<file path="src/rtl/seg_walk_pkg.sv">
package seg_walk_pkg;
   typedef enum logic [2:0] {
      ST_IDLE,
      ST_REQ_DW,
      ST_WAIT_DW,
      ST_REQ_W,
      ST_WAIT_W
   } walk_st_t;

   typedef enum logic [1:0] {
      SZ_SMALL = 2'b00,
      SZ_LARGE = 2'b01,
      SZ_RSV0  = 2'b10,
      SZ_RSV1  = 2'b11
   } seg_size_t;

   localparam int unsigned VALID_BIT = 27;
   localparam int unsigned SIZE_LSB  = 25;
   localparam int unsigned VSID_W    = 50;
   localparam int unsigned VSID_SHL  = 24;
   localparam int unsigned WORD_SHR  = 8;
endpackage

</file>
<file path="src/rtl/seg_entry_dec.sv">
module seg_entry_dec
   import seg_walk_pkg::*;
#(
   parameter int unsigned EA_W           = 64,
   parameter int unsigned SMALL_SEG_BITS = 28,
   parameter int unsigned LARGE_SEG_BITS = 48
) (
   input  logic [EA_W-1:0] dword,
   input  logic [EA_W-1:0] ea,
   output logic            hit,
   output logic [EA_W-1:0] cmp_mask
);
   localparam logic [EA_W-1:0] ONES       = '1;
   localparam logic [EA_W-1:0] MASK_SMALL = ONES << SMALL_SEG_BITS;
   localparam logic [EA_W-1:0] MASK_LARGE = ONES << LARGE_SEG_BITS;

   generate
      if (SMALL_SEG_BITS >= LARGE_SEG_BITS || LARGE_SEG_BITS >= EA_W) begin : g_bad_sizes
         $error("seg_entry_dec: segment size parameters out of order");
      end
   endgenerate

   seg_size_t size;
   logic      usable;

   always_comb begin
      size     = seg_size_t'(dword[SIZE_LSB +: 2]);
      usable   = dword[VALID_BIT];
      cmp_mask = '0;
      case (size)
         SZ_SMALL: cmp_mask = MASK_SMALL;
         SZ_LARGE: cmp_mask = MASK_LARGE;
         default: begin
            cmp_mask = '0;
            usable   = 1'b0;
         end
      endcase
      hit = usable && (((ea ^ dword) & cmp_mask) == '0);
   end
endmodule

</file>
<file path="src/rtl/seg_result.sv">
module seg_result
   import seg_walk_pkg::*;
#(
   parameter int unsigned EA_W = 64
) (
   input  logic [EA_W-1:0]   dword,
   input  logic [31:0]       word,
   input  logic              user_mode,
   output logic [VSID_W-1:0] vsid,
   output logic              key,
   output logic              nx
);
   logic [EA_W-1:0] joined;
   logic [7:0]      attr;

   always_comb begin
      joined = (dword << VSID_SHL) | (EA_W'(word) >> WORD_SHR);
      vsid   = joined[VSID_W-1:0];
      attr   = word[7:0];
      key    = (user_mode && attr[6]) || (!user_mode && attr[7]);
      nx     = attr[5];
   end
endmodule

</file>
<file path="src/rtl/seg_walk.sv">
module seg_walk
   import seg_walk_pkg::*;
#(
   parameter int unsigned EA_W           = 64,
   parameter int unsigned NUM_ENT        = 32,
   parameter int unsigned STRIDE         = 12,
   parameter int unsigned WORD_OFS       = 8,
   parameter int unsigned SMALL_SEG_BITS = 28,
   parameter int unsigned LARGE_SEG_BITS = 48
) (
   input  logic              clk,
   input  logic              rst_n,
   input  logic              start,
   input  logic [63:0]       ea,
   input  logic [63:0]       tbl_base,
   input  logic              priv_user,
   output logic              mem_req,
   output logic [63:0]       mem_addr,
   output logic              mem_dword,
   input  logic              mem_ack,
   input  logic [63:0]       mem_rdata,
   output logic              busy,
   output logic              done,
   output logic              fault,
   output logic [49:0]       vsid,
   output logic [63:0]       page_mask,
   output logic              key,
   output logic              nx
);
   localparam int unsigned IDX_W = $clog2(NUM_ENT);
   localparam logic [IDX_W-1:0] LAST_IDX = IDX_W'(NUM_ENT - 1);

   generate
      if (NUM_ENT < 2) begin : g_bad_depth
         $error("seg_walk: NUM_ENT must be at least 2");
      end
      if (WORD_OFS + 4 > STRIDE) begin : g_bad_stride
         $error("seg_walk: attribute word does not fit in the stride");
      end
      if (EA_W != 64) begin : g_bad_width
         $error("seg_walk: EA_W must be 64");
      end
   endgenerate

   walk_st_t         st;
   logic [IDX_W-1:0] idx;
   logic [63:0]      ent_addr;
   logic [63:0]      ea_q;
   logic             user_q;
   logic [63:0]      dw_q;
   logic [63:0]      mask_q;

   logic             dec_hit;
   logic [63:0]      dec_mask;
   logic [49:0]      res_vsid;
   logic             res_key;
   logic             res_nx;

   seg_entry_dec #(
      .EA_W(EA_W), .SMALL_SEG_BITS(SMALL_SEG_BITS), .LARGE_SEG_BITS(LARGE_SEG_BITS)
   ) u_dec (
      .dword(mem_rdata), .ea(ea_q), .hit(dec_hit), .cmp_mask(dec_mask)
   );

   seg_result #(.EA_W(EA_W)) u_res (
      .dword(dw_q), .word(mem_rdata[31:0]), .user_mode(user_q),
      .vsid(res_vsid), .key(res_key), .nx(res_nx)
   );

   assign busy      = (st != ST_IDLE);
   assign mem_req   = (st == ST_REQ_DW) || (st == ST_REQ_W);
   assign mem_dword = (st == ST_REQ_DW);
   assign mem_addr  = (st == ST_REQ_W) ? ent_addr + 64'(WORD_OFS) : ent_addr;

   always_ff @(posedge clk or negedge rst_n) begin
      if (!rst_n) begin
         st        <= ST_IDLE;
         idx       <= '0;
         ent_addr  <= '0;
         ea_q      <= '0;
         user_q    <= 1'b0;
         dw_q      <= '0;
         mask_q    <= '0;
         done      <= 1'b0;
         fault     <= 1'b0;
         vsid      <= '0;
         page_mask <= '0;
         key       <= 1'b0;
         nx        <= 1'b0;
      end else begin
         done <= 1'b0;
         case (st)
            ST_IDLE: begin
               if (start) begin
                  ea_q      <= ea;
                  user_q    <= priv_user;
                  ent_addr  <= tbl_base;
                  idx       <= '0;
                  fault     <= 1'b0;
                  vsid      <= '0;
                  page_mask <= '0;
                  key       <= 1'b0;
                  nx        <= 1'b0;
                  st        <= ST_REQ_DW;
               end
            end
            ST_REQ_DW: st <= ST_WAIT_DW;
            ST_WAIT_DW: begin
               if (mem_ack) begin
                  if (dec_hit) begin
                     dw_q   <= mem_rdata;
                     mask_q <= dec_mask;
                     st     <= ST_REQ_W;
                  end else if (idx == LAST_IDX) begin
                     fault <= 1'b1;
                     done  <= 1'b1;
                     st    <= ST_IDLE;
                  end else begin
                     idx      <= idx + 1'b1;
                     ent_addr <= ent_addr + 64'(STRIDE);
                     st       <= ST_REQ_DW;
                  end
               end
            end
            ST_REQ_W: st <= ST_WAIT_W;
            ST_WAIT_W: begin
               if (mem_ack) begin
                  vsid      <= res_vsid;
                  page_mask <= ~mask_q;
                  key       <= res_key;
                  nx        <= res_nx;
                  done      <= 1'b1;
                  st        <= ST_IDLE;
               end
            end
            default: st <= ST_IDLE;
         endcase
      end
   end


   done_pulse_chk: assert property (@(posedge clk) disable iff (!rst_n)
      done |=> !done);


   hold_idle_chk: assert property (@(posedge clk) disable iff (!rst_n)
      (!busy && !start) |=> ($stable(vsid) && $stable(fault) && $stable(page_mask)));


   fault_clear_chk: assert property (@(posedge clk) disable iff (!rst_n)
      (done && fault) |-> (vsid == '0 && page_mask == '0 && !key && !nx));


   single_req_chk: assert property (@(posedge clk) disable iff (!rst_n)
      mem_req |=> !mem_req);


   word_read_chk: assert property (@(posedge clk) disable iff (!rst_n)
      (mem_req && !mem_dword) |-> (mem_addr == $past(mem_addr, 2) + 64'(WORD_OFS)));


   accept_chk: assert property (@(posedge clk) disable iff (!rst_n)
      (start && !busy) |=> (busy && !fault && vsid == '0));
endmodule

</file>
<file path="config.mk">
export PLATFORM = sky130hd
export DESIGN_NAME = seg_walk
export DESIGN_NICKNAME = d
export VERILOG_FILES = /design/src/rtl/seg_walk_pkg.sv /design/src/rtl/seg_entry_dec.sv /design/src/rtl/seg_result.sv /design/src/rtl/seg_walk.sv
export SDC_FILE = /design/constraint.sdc
export NUM_CORES = 1
export LEC_CHECK = 0
export BUFFER_PORTS_ARGS = -buffer_cell sky130_fd_sc_hd__buf_4
export CORE_UTILIZATION = 52
export CTS_CLUSTER_DIAMETER = 150
export DETAILED_ROUTE_END_ITERATION = 16
export PLACE_DENSITY = 0.92
export SLEW_MARGIN = 20
export SYNTH_ARGS = -nofsm -noshare
export SYNTH_HDL_FRONTEND = slang
export SYNTH_SLANG_ARGS = --single-unit
</file>
<file path="constraint.sdc">
create_clock -name clk -period 3.6 [get_ports clk]
set_clock_uncertainty 0.1 [all_clocks]
set_input_delay 0.36 -clock clk [delete_from_list [all_inputs] [get_ports clk]]
set_output_delay 0.36 -clock clk [all_outputs]
set_load 0.01 [all_outputs]
</file>
==> tab_implementation.tex <==
\begin{tabular}{lr}
\hline
Metric & Value \\
\hline
\multicolumn{2}{l}{\textbf{Global route}} \\
Vias in the first global route & between 10,000 and 15,000 \\
Pin count of the biggest net entering global routing & 109 \\
Global-route wire length before repair & between 60 and 70 mm \\
Total congestion overflow after global routing & 0 \\
Total routing resource utilization after global routing & 0.352 \\
Number of antenna violations at the first check in global routing & 0 \\
\multicolumn{2}{l}{\textbf{Logic synthesis}} \\
Share of Yosys cell area claimed by the top area cell type & 0.408 \\
Cells taking the most area after synthesis & sky130\_fd\_sc\_hd\_\_dfrtp\_1 (41\%), sky130\_fd\_sc\_hd\_\_nand2\_1 (11\%), sky130\_fd\_sc\_hd\_\_buf\_4 (4.5\%), sky130\_fd\_sc\_hd\_\_xnor2\_1 (4.2\%), sky130\_fd\_sc\_hd\_\_nand3\_1 (3.1\%) \\
Number of flops mapped to enable cells by yosys & 0 \\
FF+latch count, synth & $\sim$190 \\
Yosys warnings & 0 \\
Number of nets produced by synthesis & around 1,600 \\
Register area share after synthesis & 0.408 \\
Share of async-settable or async-resettable flops after synthesis & 1.00 \\
Most common cell in the netlist & sky130\_fd\_sc\_hd\_\_nand2\_1 \\
Cell accounting for the most synthesized area & sky130\_fd\_sc\_hd\_\_dfrtp\_1 \\
Count of mapped cells out of synthesis & 1,439 \\
Synth cell count leaders & sky130\_fd\_sc\_hd\_\_nand2\_1 (348), sky130\_fd\_sc\_hd\_\_dfrtp\_1 (194), sky130\_fd\_sc\_hd\_\_clkbuf\_1 (78) \\
Unique cell type count in the Yosys netlist & 74 \\
Flip-flop cell with the highest count after synthesis & sky130\_fd\_sc\_hd\_\_dfrtp\_1 \\
Netlist area before placement & between 10,000 and 15,000 µm² \\
Avg Cell Area, Syn & slightly above 8 µm² \\
\multicolumn{2}{l}{\textbf{Final layout}} \\
Reg area & roughly 4900 µm² \\
Layout cell share with drive strength beyond 1 & 0.287 \\
Post-synthesis to final-layout area growth & 28.2\% \\
Layout Nets & approximately 1,900 \\
Area of the multi-input gates & approximately 6100 µm² \\
FILL cells & about 1,700 \\
Number of antenna repair diodes & 0 \\
Summed area of non-filler cells in the final layout & 15,300 µm² \\
Fraction of the core area covered by cells at the end of the flow & 0.688 \\
\multicolumn{2}{l}{\textbf{Clock tree}} \\
TritonCTS clock tree & done \\
Total number of clock tree sinks & just under 200 \\
Worst-case clock buffer depth & 2 \\
Clock transition at path regs & around 0.09 ns \\
Total clock buffers created by CTS & 17 \\
CTS Root Buffer Type & sky130\_fd\_sc\_hd\_\_clkbuf\_16 \\
Source-to-sink clock delay at the later pin of the worst-skew pair & approximately 0.45 ns \\
Number of H-tree levels & 4 \\
\multicolumn{2}{l}{\textbf{Timing}} \\
Final Cycle Share & 0.982 \\
Final worst path period need & around 3.5 ns \\
Setup violation total in the final timing report & 0 \\
Total count of hold-check failures in the final report & 0 \\
Transition at the pin with the smallest max-transition slack & about 1 ns \\
Count of final max-slew check failures & 0 \\
Peak clock frequency supported by timing & about 280 MHz \\
Slew headroom & 0.342 \\
\multicolumn{2}{l}{\textbf{Setup path}} \\
Kind of cell with the highest combined delay on the critical path & simple AND/OR/NAND/NOR gates \\
Critical path type & reg2out \\
WP data arrival & between 3 and 4 ns \\
Crit-path cells & ha\_1 > nand4b\_1 > or2\_2 > or2\_1 > or3\_1 > nor2\_1 > xor2\_1 > buf\_4 \\
Startpoint Class & flip-flop \\
Critical Path Slowest Stage Cell & sky130\_fd\_sc\_hd\_\_or3\_1 \\
Critical path buffer and inverter count & 1 \\
Type of element capturing the critical path & primary output \\
Minimum setup slack among reg-to-reg paths & 0.54 ns \\
Critical path fanouts, max & 10 \\
Slowest stage delay, CP & between 0.4 and 0.5 ns \\
Critical path data required time & $\sim$3.1 ns \\
\multicolumn{2}{l}{\textbf{Floorplanning}} \\
Top-level port count & between 300 and 400 \\
Vertical die dimension & roughly 150 µm \\
Area of the die & 23,500 µm² \\
Number of cell rows & 54 \\
Core ar. & 22,200 µm² \\
Floorplan die width & between 150 and 200 µm \\
Initial Util & 0.537 \\
\multicolumn{2}{l}{\textbf{Power}} \\
Static leakage power & about 7.0 nW \\
Power per cell area & 732 nW/µm² \\
Worst IR Drop VDD & 0.474 mV \\
\multicolumn{2}{l}{\textbf{Routing}} \\
Total wirelength of the detailed-routed design & 41.3 mm \\
DR pass1 iterations & 8 \\
Number of DRC markers after the initial detailed-route iteration & roughly 1,100 \\
Total via count in the routed design & roughly 12,000 \\
DRC violation count after routing & 0 \\
Remaining antenna violation count after routing & 0 \\
Post-detailed-route via-to-cell ratio & $\sim$6.1 \\
Routed wirelength normalized by instance count & $\sim$21 µm \\
\multicolumn{2}{l}{\textbf{Hold path}} \\
Worst hold path type & in2reg \\
\multicolumn{2}{l}{\textbf{Placement}} \\
I/O Buffers & around 350 \\
Cell Area, Placed & 14,300 µm² \\
Final weighted congestion in routability-driven placement & $\sim$1.0 \\
Post-DP HPWL & around 29 mm \\
\multicolumn{2}{l}{\textbf{Flow run}} \\
Reported max-cap violation count & 0 \\
\multicolumn{2}{l}{\textbf{Status}} \\
Run status & completed \\
\hline
\end{tabular}
-- area by class of cell --
cell class	count	share of cell area
Inverter	9	0.00221
Clock buffer	17	0.0279
Clock inverter	15	0.0148
Multi-Input combinational cell	1060	0.401
Timing Repair Buffer	415	0.212
Tap cell	280	0.0230
Sequential cell	194	0.319
-- worst reg2reg max path, delay by kind of cell (launching register included) --
kind                   cells  cell delay [ns]
and+or+nand+nor            4             1.71
buffers and inverters      1             0.47
DFF                        1             0.45
AOI/OAI and AO/OA          1             0.25
-- worst paths after layout --
path | startpoint | to | cells past startpoint
max | ent_addr[4] | mem_addr[53] | 8
min | ea[60] | ea_q[60] | 3
max reg2reg | st[2] | vsid[22] | 6
min reg2reg | mask_q[62] | page_mask[62] | 1
max in group asynchronous | rst_n | ent_addr[20] | 3
min in group asynchronous | rst_n | vsid[5] | 2
-- kinds of logic after synthesis --
kind of cell	count (synthesis)	synth area share
mux	30	0.0281
xor+xnor	96	0.0713
compound gates	206	0.112
flops	194	0.408
fa+ha+maj	5	0.00526
simple gates	723	0.292
buf+inv	185	0.0827
-- sequential cells by signal (all words and copies together), names as in the netlist --
register / cells
dw_q: 26
st: 3
nx: 1
key: 1
ea_q: 36
page_mask: 3
vsid: 50
fault: 1
done: 1
mask_q: 2
user_q: 1
ent_addr: 64
idx: 5
-- report_power, final --
group / internal, mW / total, mW / leakage (nW) / switching (mW)
Clock: 0.989 / 2.08 / 0.311 / 1.09
Combinational: 2.13 / 5.15 / 4.20 / 3.02
Sequential: 2.85 / 3.93 / 2.51 / 1.08
Total: 5.97 / 11.2 / 7.02 / 5.19
-- per-layer routing --
metal  up-vias  part of all wire  GRT usage
met2       759              0.48      0.578
met4         0             0.047      0.172
met5         -                 0          0
met3       140             0.096     0.0768
li1       5480                 -          -
met1      5786              0.37      0.439
-- cells in the final DEF (no fill, tap or decap), types with 15 or more instances in the layout --
| cell type | synthesis | routed |
|---|---|---|
| sky130_fd_sc_hd__a31oi_1 | 17 | 17 |
| sky130_fd_sc_hd__o211ai_1 | 15 | 15 |
| sky130_fd_sc_hd__xor2_1 | 38 | 38 |
| sky130_fd_sc_hd__mux2_2 | 27 | 27 |
| sky130_fd_sc_hd__o31ai_1 | 18 | 18 |
| sky130_fd_sc_hd__dlygate4sd3_1 | 0 | 26 |
| sky130_fd_sc_hd__and3_1 | 16 | 16 |
| sky130_fd_sc_hd__nor3_1 | 52 | 50 |
| sky130_fd_sc_hd__a21oi_1 | 27 | 27 |
| sky130_fd_sc_hd__nand2_1 | 348 | 345 |
| sky130_fd_sc_hd__nand3_1 | 74 | 74 |
| sky130_fd_sc_hd__nand4_1 | 45 | 45 |
| sky130_fd_sc_hd__xnor2_1 | 57 | 57 |
| sky130_fd_sc_hd__o21ai_0 | 64 | 64 |
| sky130_fd_sc_hd__nor2_1 | 74 | 70 |
| sky130_fd_sc_hd__dfrtp_1 | 194 | 190 |
| sky130_fd_sc_hd__nor4_1 | 34 | 34 |
| sky130_fd_sc_hd__buf_4 | 71 | 384 |
| sky130_fd_sc_hd__clkbuf_16 | 0 | 17 |
-- timing repair --
| action | in CTS | in global routing |
|---|---|---|
| hold buffers | 26 | 0 |
| endpoints found under the setup margin | 2 | 9 |
| setup buffers | 0 | 0 |
| hold endpoints to repair | 131 | 0 |
| resized for setup | 1 | 7 |
-- stage by stage --
stage	total power, mW	hold WS (ns)	cells	setup TNS, ns	worst slack [ns]
detailed placement	8.92	0.346	1932	0	0.353
global route	11.8	0.000183	1990	-0.0351	-0.0351
CTS	11.0	0.00121	1990	0	0.0116
floorplan	6.98	-0.0356	1439	0	0.733
global placement	8.74	0.341	1932	0	0.437
finish	11.2	0.00682	1990	0	0.0656
(Power assumes the default switching activity.)
